### src/rtl/pinbank_pkg.sv
package pinbank_pkg;
  typedef enum logic [2:0] {
    RD_NONE, RD_VAL_LO, RD_VAL_HI, RD_DIR_LO, RD_DIR_HI, RD_LEVEL, RD_IDENT
  } rdSel_e;

  typedef struct packed {
    logic [1:0] valWr;   // one per half: 0 = pins low, 1 = pins high
    logic [1:0] dirWr;
    logic       rdEn;
    rdSel_e     rdSel;
  } strobe_t;
endpackage

### src/rtl/pinbank_decode.sv
module pinbank_decode
  import pinbank_pkg::*;
#(
  parameter int          ADDR_W  = 8,
  parameter logic [7:0]  VAL_OFS = 8'h00,
  parameter logic [7:0]  DIR_OFS = 8'h08,
  parameter logic [7:0]  LVL_OFS = 8'h70,
  parameter logic [7:0]  ID_OFS  = 8'h78
) (
  input  logic [ADDR_W-1:0] busAddr,
  input  logic              busWr,
  input  logic              busRd,
  output strobe_t           strobe
);
  localparam int WI_W = ADDR_W - 2;

  logic [WI_W-1:0] wordIdx;
  logic [1:0]      hitVal, hitDir;
  logic            hitLvl, hitId;

  assign wordIdx = busAddr[ADDR_W-1:2];

  for (genvar h = 0; h < 2; h++) begin : g_hit
    localparam logic [7:0] V_ADDR = VAL_OFS + 8'(4 * h);
    localparam logic [7:0] D_ADDR = DIR_OFS + 8'(4 * h);
    assign hitVal[h] = (wordIdx == V_ADDR[ADDR_W-1:2]);
    assign hitDir[h] = (wordIdx == D_ADDR[ADDR_W-1:2]);
  end

  assign hitLvl = (wordIdx == LVL_OFS[ADDR_W-1:2]);
  assign hitId  = (wordIdx == ID_OFS[ADDR_W-1:2]);

  always_comb begin
    strobe.valWr = hitVal & {2{busWr}};
    strobe.dirWr = hitDir & {2{busWr}};
    strobe.rdEn  = busRd;
    if      (hitVal[0]) strobe.rdSel = RD_VAL_LO;
    else if (hitVal[1]) strobe.rdSel = RD_VAL_HI;
    else if (hitDir[0]) strobe.rdSel = RD_DIR_LO;
    else if (hitDir[1]) strobe.rdSel = RD_DIR_HI;
    else if (hitLvl)    strobe.rdSel = RD_LEVEL;
    else if (hitId)     strobe.rdSel = RD_IDENT;
    else                strobe.rdSel = RD_NONE;
  end
endmodule

### src/rtl/pinbank_store.sv
module pinbank_store
  import pinbank_pkg::*;
#(
  parameter int          HALF_W  = 16,
  parameter int          SYNC_N  = 2,
  parameter logic [31:0] IDENT   = 32'h0100_0C2B,
  localparam int         WORD_W  = 2 * HALF_W
) (
  input  logic              clk,
  input  logic              rstN,
  input  strobe_t           strobe,
  input  logic [WORD_W-1:0] busWdata,
  input  logic [WORD_W-1:0] padIn,
  output logic [WORD_W-1:0] busRdata,
  output logic [WORD_W-1:0] padOut,
  output logic [WORD_W-1:0] padOe
);
  logic [HALF_W-1:0] valHalf [2];
  logic [HALF_W-1:0] dirHalf [2];
  logic [HALF_W-1:0] wEn, wVal;
  logic [WORD_W-1:0] syncQ [SYNC_N];
  logic [WORD_W-1:0] rdNext;

  assign wEn  = busWdata[WORD_W-1:HALF_W];
  assign wVal = busWdata[HALF_W-1:0];

  for (genvar h = 0; h < 2; h++) begin : g_half
    always_ff @(posedge clk or negedge rstN) begin
      if (!rstN) begin
        valHalf[h] <= '0;
        dirHalf[h] <= '0;
      end else begin
        if (strobe.valWr[h]) valHalf[h] <= (valHalf[h] & ~wEn) | (wVal & wEn);
        if (strobe.dirWr[h]) dirHalf[h] <= (dirHalf[h] & ~wEn) | (wVal & wEn);
      end
    end
  end

  assign padOut = {valHalf[1], valHalf[0]};
  assign padOe  = {dirHalf[1], dirHalf[0]};

  for (genvar s = 0; s < SYNC_N; s++) begin : g_sync
    always_ff @(posedge clk or negedge rstN) begin
      if (!rstN)       syncQ[s] <= '0;
      else if (s == 0) syncQ[s] <= padIn;
      else             syncQ[s] <= syncQ[(s > 0) ? s - 1 : 0];
    end
  end

  always_comb begin
    unique case (strobe.rdSel)
      RD_VAL_LO: rdNext = {{HALF_W{1'b0}}, valHalf[0]};
      RD_VAL_HI: rdNext = {{HALF_W{1'b0}}, valHalf[1]};
      RD_DIR_LO: rdNext = {{HALF_W{1'b0}}, dirHalf[0]};
      RD_DIR_HI: rdNext = {{HALF_W{1'b0}}, dirHalf[1]};
      RD_LEVEL:  rdNext = syncQ[SYNC_N-1];
      RD_IDENT:  rdNext = WORD_W'(IDENT);
      default:   rdNext = '0;
    endcase
  end

  always_ff @(posedge clk or negedge rstN) begin
    if (!rstN)            busRdata <= '0;
    else if (strobe.rdEn) busRdata <= rdNext;
  end
endmodule

### src/rtl/pinbank_regs.sv
module pinbank_regs
  import pinbank_pkg::*;
(
  input  logic        clk,
  input  logic        rstN,
  input  logic [7:0]  busAddr,
  input  logic        busWr,
  input  logic [31:0] busWdata,
  input  logic        busRd,
  output logic [31:0] busRdata,
  input  logic [31:0] padIn,
  output logic [31:0] padOut,
  output logic [31:0] padOe
);
  strobe_t strobe;

  pinbank_decode #(.ADDR_W(8)) u_decode (
    .busAddr(busAddr), .busWr(busWr), .busRd(busRd), .strobe(strobe)
  );

  pinbank_store #(.HALF_W(16), .SYNC_N(2)) u_store (
    .clk(clk), .rstN(rstN), .strobe(strobe), .busWdata(busWdata),
    .padIn(padIn), .busRdata(busRdata), .padOut(padOut), .padOe(padOe)
  );
endmodule

### config.mk
export PLATFORM = sky130hd
export DESIGN_NAME = pinbank_regs
export DESIGN_NICKNAME = d
export VERILOG_FILES = /design/src/rtl/pinbank_pkg.sv /design/src/rtl/pinbank_decode.sv /design/src/rtl/pinbank_store.sv /design/src/rtl/pinbank_regs.sv
export SDC_FILE = /design/constraint.sdc
export NUM_CORES = 1
export LEC_CHECK = 0
export CORE_ASPECT_RATIO = 0.6
export CORE_UTILIZATION = 52
export CTS_CLUSTER_SIZE = 25
export DETAILED_ROUTE_END_ITERATION = 16
export HOLD_SLACK_MARGIN = 0.08
export PLACE_DENSITY = 0.92
export SYNTH_ARGS = -nofsm -noshare
export SYNTH_HDL_FRONTEND = slang
export SYNTH_HIERARCHICAL = 1
export SYNTH_SLANG_ARGS = --single-unit
### constraint.sdc
create_clock -name clk -period 2.35 [get_ports clk]
set_clock_uncertainty 0.05 [all_clocks]
set_input_delay 0.47 -clock clk [delete_from_list [all_inputs] [get_ports clk]]
set_output_delay 0.47 -clock clk [all_outputs]
set_load 0.01 [all_outputs]
* Word level (Yosys, flattened, before mapping)
Cells that the tools add are included.
Widths: inputs -> output; s select.
** Storage, ports and cells
- Register bits :: 160
- Bits of input ports :: 76
- Output and inout port bits :: 96
- Word-level logic and storage cells :: 38
** Operators by class
- Eq/ne operators :: 11
- Muxes and demuxes :: 7
- Bitwise operators :: 12
- Reduce and logical (&&, ||, !) cells :: 1
** Operators by type and width (number)
- $pmux 32 s6 :: 1
- $and 16x16->16 :: 5
- $or 16x16->16 :: 4
- $mux 3 :: 6
- $not 16->16 :: 1
- $eq 6x2->1 const B :: 2
- $eq 6x5->1 const B :: 2
- $eq 3x3->1 const B :: 3
- $eq 3x2->1 const B :: 2
- $eq 6x1->1 const B :: 1
- $logic_not 6->1 :: 1
- $and 2x2->2 :: 2
- $eq 3x1->1 const B :: 1

* Logic depth before layout (Yosys ltp)
Gate-level depths: netlist (run 1).
- Depth in word-level cells :: 9
- Depth in mapped cells :: 11
- Gate-level depth less buffers :: 7

* By module
Netlist (run 1), hierarchy kept.
** Modules (own cells, without submodules)
- pinbank_store :: instances 1, cells an instance 493, area an instance 6244.7 um^2, sequential area each 4003.8 um^2
- pinbank_decode :: instances 1, cells an instance 19, area an instance 120.1 um^2, sequential area each 0.0 um^2

* Worst setup path before layout (run 1)
OpenSTA, ideal clock, no wires.
- Path kind :: input -> register
- From :: in busAddr[6]
- To :: reg u_store.busRdata[10]
- Library setup time :: 0.138 ns
- Arrival :: 2.012 ns
- Required time :: 2.162 ns
- Path slack :: 0.150 ns
- Cell stages on the path :: 8
- Path buffers :: 1
- Cell sequence :: or3_4 -> o21a_1 -> nor3_1 -> buf_6 -> mux2_4 -> a22o_1 -> a31oi_1 -> o221ai_1
** RTL lines
- start: declaration :: line pinbank_regs.sv:6 : input logic [7:0] busAddr,
- end signal: assignment :: line pinbank_store.sv:64 : else if (strobe.rdEn) busRdata <= rdNext;
- end: declaration :: line pinbank_store.sv:14 : output logic [WORD_W-1:0] busRdata,

==> impl_metrics.py, run 1 <==
metrics = {
    "run_status": {
        "status": "completed",
    },
    "clocking": {
        "tritoncts": "yes",
        "clockBufferDepth": 2,
        "path_clk_slew_ns": 0.07,
        "cts.sink_count": 160,
        "clkLatencyLatePin_ns": 0.41,
        "cts-htree-levels": 4,
        "cts_buffers": 17,
        "clockRootBuffer": "clkbuf_16",
    },
    "timing": {
        "fin_crit_sh": 0.962,
        "period_needed_ns": 2.26,
        "slew_violations": 0,
        "tightest_slew_ns": 0.358,
        "timing.slew.headroom": 0.761,
        "rsz0062_at_grt": "no",
        "final.setup.tns_ns": 0,
        "finalHoldViolCount": 0,
        "setup_viol": 0,
        "fmax_mhz": 442,
    },
    "floorplanning": {
        "initial_core_util": 0.549,
        "ios": 172,
        "core_area_sq_um": 11600,
        "std_cell_rows": 30,
        "die-area_sq_um": 12700,
        "die_x_microns": 145,
        "die_h_microns": 87.7,
    },
    "layout": {
        "diodes": 0,
        "area_growth_syn_to_layout_pct": 44.5,
        "final_common_cell": "clkdlybuf4s50_1",
        "layout.cells.most_common_list": "162 x clkdlybuf4s50_1, 160 x dfrtp_1, 90 x nand2_1",
        "nNetsFinal": 790,
        "layout-drive-gt1-share": 0.220,
    },
    "global_routing": {
        "track_usage": 0.297,
        "antenna_found_initial": 0,
        "grt_pass1_vias": 5159,
        "grt_pass1_wl_mm": 27.6,
        "grt.overflow.total": 0,
        "grt_max_degree": 59,
    },
    "power_and_ir_drop": {
        "p_leak_nw": 4.00,
        "finalPower_w": 0.00655,
        "powerDensity_nw_per_um2": 712,
        "vdd_drop_max_mv": 0.490,
    },
    "drt": {
        "drc": 0,
        "detail-route-antenna-nets": 0,
        "drt_iter0_markers": 361,
        "vias_per_cell": 5.58,
        "wirelength_mm": 17.8,
        "dr.pass1.iters": 4,
        "post_drt_wl_per_cell_microns": 20.1,
        "via_count": 4944,
    },
    "synthesis": {
        "synth_nets": 588,
        "synth.distinct_cells": 42,
        "netlist_instances": 512,
        "yosys_warnings": 6,
        "ys_ff_latch": 160,
        "synth.avg_cell_area_sq_um": 12.4,
        "async_flop_share": 1.00,
        "netlist_area_sq_um": 6360,
        "synth_ff_type": "dfrtp_1",
        "synth_edf_count": 0,
        "seq_area_frac_synth": 0.629,
    },
    "placement": {
        "io_buffers": 169,
        "place_hpwl_mm": 12.5,
        "gp_congestion": 0.915,
    },
    "worst_setup_path": {
        "startpoint_type": "input pin",
        "reg2reg_slack_ns": 0.89,
        "critPathCaptureType": "register",
        "worst-setup-path-type": "input pin to register",
        "cp.required_ns": 2.57,
        "cp_max_fo": 8,
        "cp.arrival_ns": 2.48,
    },
    "worst_hold_path": {
        "hp-class": "register to register",
    },
    "run": {
        "cap_violations": 0,
    },
}
critical path, stage by stage:
cell	delay, ns
dlygate4sd2_1	0.25
or3_4	0.40
o21a_1	0.14
nor3_4	0.18
buf_6	0.18
mux2_1	0.32
a22o_1	0.18
a31oi_1	0.18
o221ai_1	0.17
path summary, 6_finish.rpt:
| check | from | end | cells after the start |
|---|---|---|---|
| max in group asynchronous | rstN | async pin | 3 |
| min in group asynchronous | rstN | u_store/busRdata[16]$_DFFE_PN0P_ | 2 |
| min | u_store/syncQ[57]$_DFF_PN0_ | u_store/syncQ[25]$_DFF_PN0_ | 0 |
| min reg2reg | u_store/syncQ[57]$_DFF_PN0_ | u_store/syncQ[25]$_DFF_PN0_ | 0 |
| max reg2reg | register | u_store/busRdata[5]$_DFFE_PN0P_ | 4 |
| max | busAddr[6] | u_store/busRdata[5]$_DFFE_PN0P_ | 9 |
cells by family (layout without fill, tap and decap cells):
| logic type | Yosys count | in the layout | synth area share |
|---|---|---|---|
| and+or+nand+nor | 124 | 124 | 0.0859 |
| DFF | 160 | 160 | 0.629 |
| buffers and inverters | 54 | 268 | 0.0417 |
| xor gates and xnor gates | 1 | 1 | 0.00138 |
| AOI/OAI and AO/OA | 92 | 92 | 0.0971 |
| muxes | 81 | 81 | 0.145 |
repair_timing:
action,in CTS,in global routing
gates resized for setup,6,6
setup buffers,1,0
hold endpoints to repair,34,0
setup endpoints to repair,31,13
pin swaps,2,2
hold buffers,1,0
synthesized netlist by cell type, drive strengths merged, types with 2 or more instances:
library cell | n | share of area
a21oi | 27 | 0.021
a221oi | 2 | 0.0047
a22o | 2 | 0.0028
a22oi | 3 | 0.0035
a31o | 2 | 0.0028
a31oi | 2 | 0.0020
a32oi | 4 | 0.0055
buf | 23 | 0.023
clkbuf | 9 | 0.0053
dfrtp | 160 | 0.63
inv | 22 | 0.013
mux2 | 74 | 0.13
mux2i | 7 | 0.011
nand2 | 90 | 0.053
nand2b | 5 | 0.0049
nand3 | 7 | 0.0063
nor2 | 5 | 0.0029
nor2b | 4 | 0.0039
nor3 | 3 | 0.0024
nor3b | 3 | 0.0035
o211a | 7 | 0.011
o21a | 3 | 0.0035
o21ai | 22 | 0.017
o221ai | 11 | 0.015
o22ai | 5 | 0.0049
or3 | 2 | 0.0028
metal layers:
layer	GRT usage	part of all wire
met1	0.390	0.42
met2	0.491	0.48
met3	0.0744	0.087
met5	0	0
met4	0.0957	0.015
where the power goes:
group,switching [W],internal (W),leakage (nW)
clock network,0.00117,0.00160,0.295
registers,0.000122,0.00291,2.05
logic,0.000311,0.000426,1.65
area by class of cell:
class                      instances  area, sq um
fill                             637         2400
tap                              160          200
timing repair buffer             215         2160
inverter                          22         82.6
sequential                       160         4000
multi-input combinational        298         2150
clock buffer                      17          425
clock inverter                    14          169
per-stage QoR:
stage,cells,worst slack [ns],util,hold slack [ns],cell area [sq um]
3_3_place_gp,853,-0.497,0.738,0.282,8550
4_1_cts,886,0.0481,0.791,0.300,9180
5_1_grt,886,0.0244,0.793,0.306,9200
2_1_floorplan,512,0.150,-,0.124,6360
6_report,886,0.0895,0.793,0.299,9200
3_5_place_dp,853,-0.559,0.738,0.285,8550
Note: power is estimated with default switching activity, not from simulation.
==> inputs of run 2 (changes only) <==
Settings changed: CAP_MARGIN from default to 5, SLEW_MARGIN from default to 25.
==> results of run 2 <==
The final DEF is identical to that of run 1; final timing and power are the same.
==> inputs of run 3 (changes only) <==
Settings changed: GPL_TIMING_DRIVEN from default to 0.
==> impl_metrics.py, run 3 (synthesized netlist as in run 1, its figures left out) <==
metrics = {
    "timing": {
        "setup_viol": 0,
        "slew_violations": 0,
        "finalHoldViolCount": 0,
        "fmax_mhz": 426,
        "fin_crit_sh": 0.999,
        "period_needed_ns": 2.35,
        "fin_ws_ns": 0.00145,
        "holdWs_ns": 0.298,
        "tightest_slew_ns": 0.627,
        "rsz0062_at_grt": "no",
        "timing.slew.headroom": 0.582,
    },
    "power_and_ir_drop": {
        "comb_power_share": 0.110,
        "swShare": 0.246,
        "powerDensity_nw_per_um2": 727,
        "p_seq_frac": 0.461,
        "finalPower_w": 0.00657,
        "p_leak_nw": 3.92,
        "clkPwrFrac": 0.429,
        "vdd_drop_max_mv": 0.514,
        "internal_power_w": 0.00495,
        "switchingPower_w": 0.00161,
    },
    "worst_setup_path": {
        "cp_max_fo": 5,
        "worst-setup-path-type": "input pin to register",
        "critPathCaptureType": "register",
        "cp.required_ns": 2.57,
        "cpPeakStageDelay_ns": 0.39,
        "endpoint": "u_store/busRdata[5]$_DFFE_PN0P_",
        "r2r-end": "u_store/busRdata[5]$_DFFE_PN0P_",
        "critical_path.startpoint": "busAddr[6]",
        "reg2reg_depth": 4,
        "worstPathCellList": "dlygate4sd2_1 > or3_4 > o21a_1 > nor3_4 > buf_6 > mux2_1 > a22o_1 > a31oi_2 > o221ai_1",
        "reg2reg_slack_ns": 0.83,
        "startpoint_type": "input pin",
        "cp.arrival_ns": 2.57,
        "critPathSlowestCell": "or3_4",
    },
    "layout": {
        "layout-drive-gt1-share": 0.204,
        "stdcell_count": 879,
        "final_common_cell": "clkdlybuf4s50_1",
        "diodes": 0,
        "nNetsFinal": 782,
        "layout.cells.most_common_list": "162 x clkdlybuf4s50_1, 160 x dfrtp_1, 89 x nand2_1",
        "area.sequential_sq_um": 4000,
        "multiInputGateArea_sq_um": 2160,
        "fillers": 688,
        "utilization": 0.779,
        "area_growth_syn_to_layout_pct": 42.0,
    },
    "placement": {
        "place_ws_ns": -1.06,
        "post-place-cells": 840,
        "io_buffers": 167,
        "place_hpwl_mm": 12.6,
        "gp_congestion": 0.799,
    },
    "global_routing": {
        "grt_util_met2": 0.452,
        "grt_max_degree": 104,
        "track_usage": 0.307,
        "busiest_layer": "met2",
        "grt.overflow.total": 0,
        "grt_pass1_wl_mm": 27.9,
        "grt_pass1_vias": 5109,
        "grtUsageMet1": 0.432,
        "grt_use_met3": 0.0957,
        "antenna_found_initial": 0,
    },
    "drt": {
        "vias_per_cell": 5.65,
        "via_count": 4967,
        "dr.pass1.iters": 6,
        "post_drt_wl_per_cell_microns": 21.1,
        "drc": 0,
        "wirelength_mm": 18.5,
        "detail-route-antenna-nets": 0,
        "drt_iter0_markers": 432,
    },
    "clocking": {
        "clkLatencyLatePin_ns": 0.42,
        "cts-htree-levels": 4,
        "tritoncts": "yes",
        "clockBufferDepth": 2,
        "path_clk_slew_ns": 0.06,
        "cts.sink_count": 160,
        "cts_buffers": 17,
        "clockRootBuffer": "clkbuf_16",
    },
    "floorplanning": {
        "die_x_microns": 145,
        "die_h_microns": 87.7,
        "ios": 172,
        "initial_core_util": 0.549,
        "std_cell_rows": 30,
        "core_area_sq_um": 11600,
        "die-area_sq_um": 12700,
    },
    "worst_hold_path": {
        "min_from": "u_store/syncQ[45]$_DFF_PN0_",
        "hp-class": "register to register",
    },
    "run": {
        "cap_violations": 0,
    },
    "run_status": {
        "status": "completed",
    },
}
==> run 3: worst max-delay path, delay by kind of cell <==
family | cells | cell delay [ns]
AND/OR/NAND/NOR | 2 | 0.57
AO/OA/AOI/OAI | 4 | 0.74
multiplexers | 1 | 0.34
buffers and inverters | 2 | 0.45
==> run 3: area by class of cell <==
type,count,share of cell area
Sequential cell,160,0.443
Multi-Input combinational cell,298,0.239
Timing Repair Buffer,176,0.195
Clock buffer,18,0.0486
Buffer,31,0.0252
Tap cell,160,0.0221
Clock inverter,14,0.0188
Inverter,22,0.00914
==> run 3: layer usage <==
metal / part of all wire / wire (microns)
met3: 0.091 / 1680
met1: 0.44 / 8210
met4: 0.016 / 301
met5: 0 / 0
met2: 0.45 / 8320
==> run 3: power groups by stage <==
stage | clock network (W) | registers [W] | logic, W
2_1_floorplan | 0 | 0.00309 | 0.000186
3_3_place_gp | 0 | 0.00306 | 0.000674
3_5_place_dp | 0 | 0.00307 | 0.000703
4_1_cts | 0.00284 | 0.00302 | 0.000722
5_1_grt | 0.00297 | 0.00304 | 0.000771
6_report | 0.00282 | 0.00303 | 0.000723
==> run 3: worst min-delay path by stage <==
stage	to	slack, ns	cells after the start
3_3_place_gp	u_store/syncQ[7]$_DFF_PN0_	0.28	0
5_1_grt	u_store/syncQ[6]$_DFF_PN0_	0.30	0
3_5_place_dp	u_store/syncQ[10]$_DFF_PN0_	0.28	0
4_1_cts	u_store/syncQ[10]$_DFF_PN0_	0.30	0
6_report	u_store/syncQ[13]$_DFF_PN0_	0.30	0
2_1_floorplan	async pin	0.12	0
==> run 3: stage by stage <==
step	cell area (sq um)	TNS, ns
2_1_floorplan	6360	0
3_3_place_gp	8240	-861.08
3_5_place_dp	8270	-51.57
4_1_cts	9020	0
5_1_grt	9040	0
6_report	9040	0
==> run 3: repair_timing <==
item	in CTS	in global routing
pin swaps	3	1
setup buffers	6	0
gates cloned	1	0
hold buffers	1	0
hold endpoints to repair	57	0
endpoints found under the setup margin	72	39
gates resized for setup	28	10
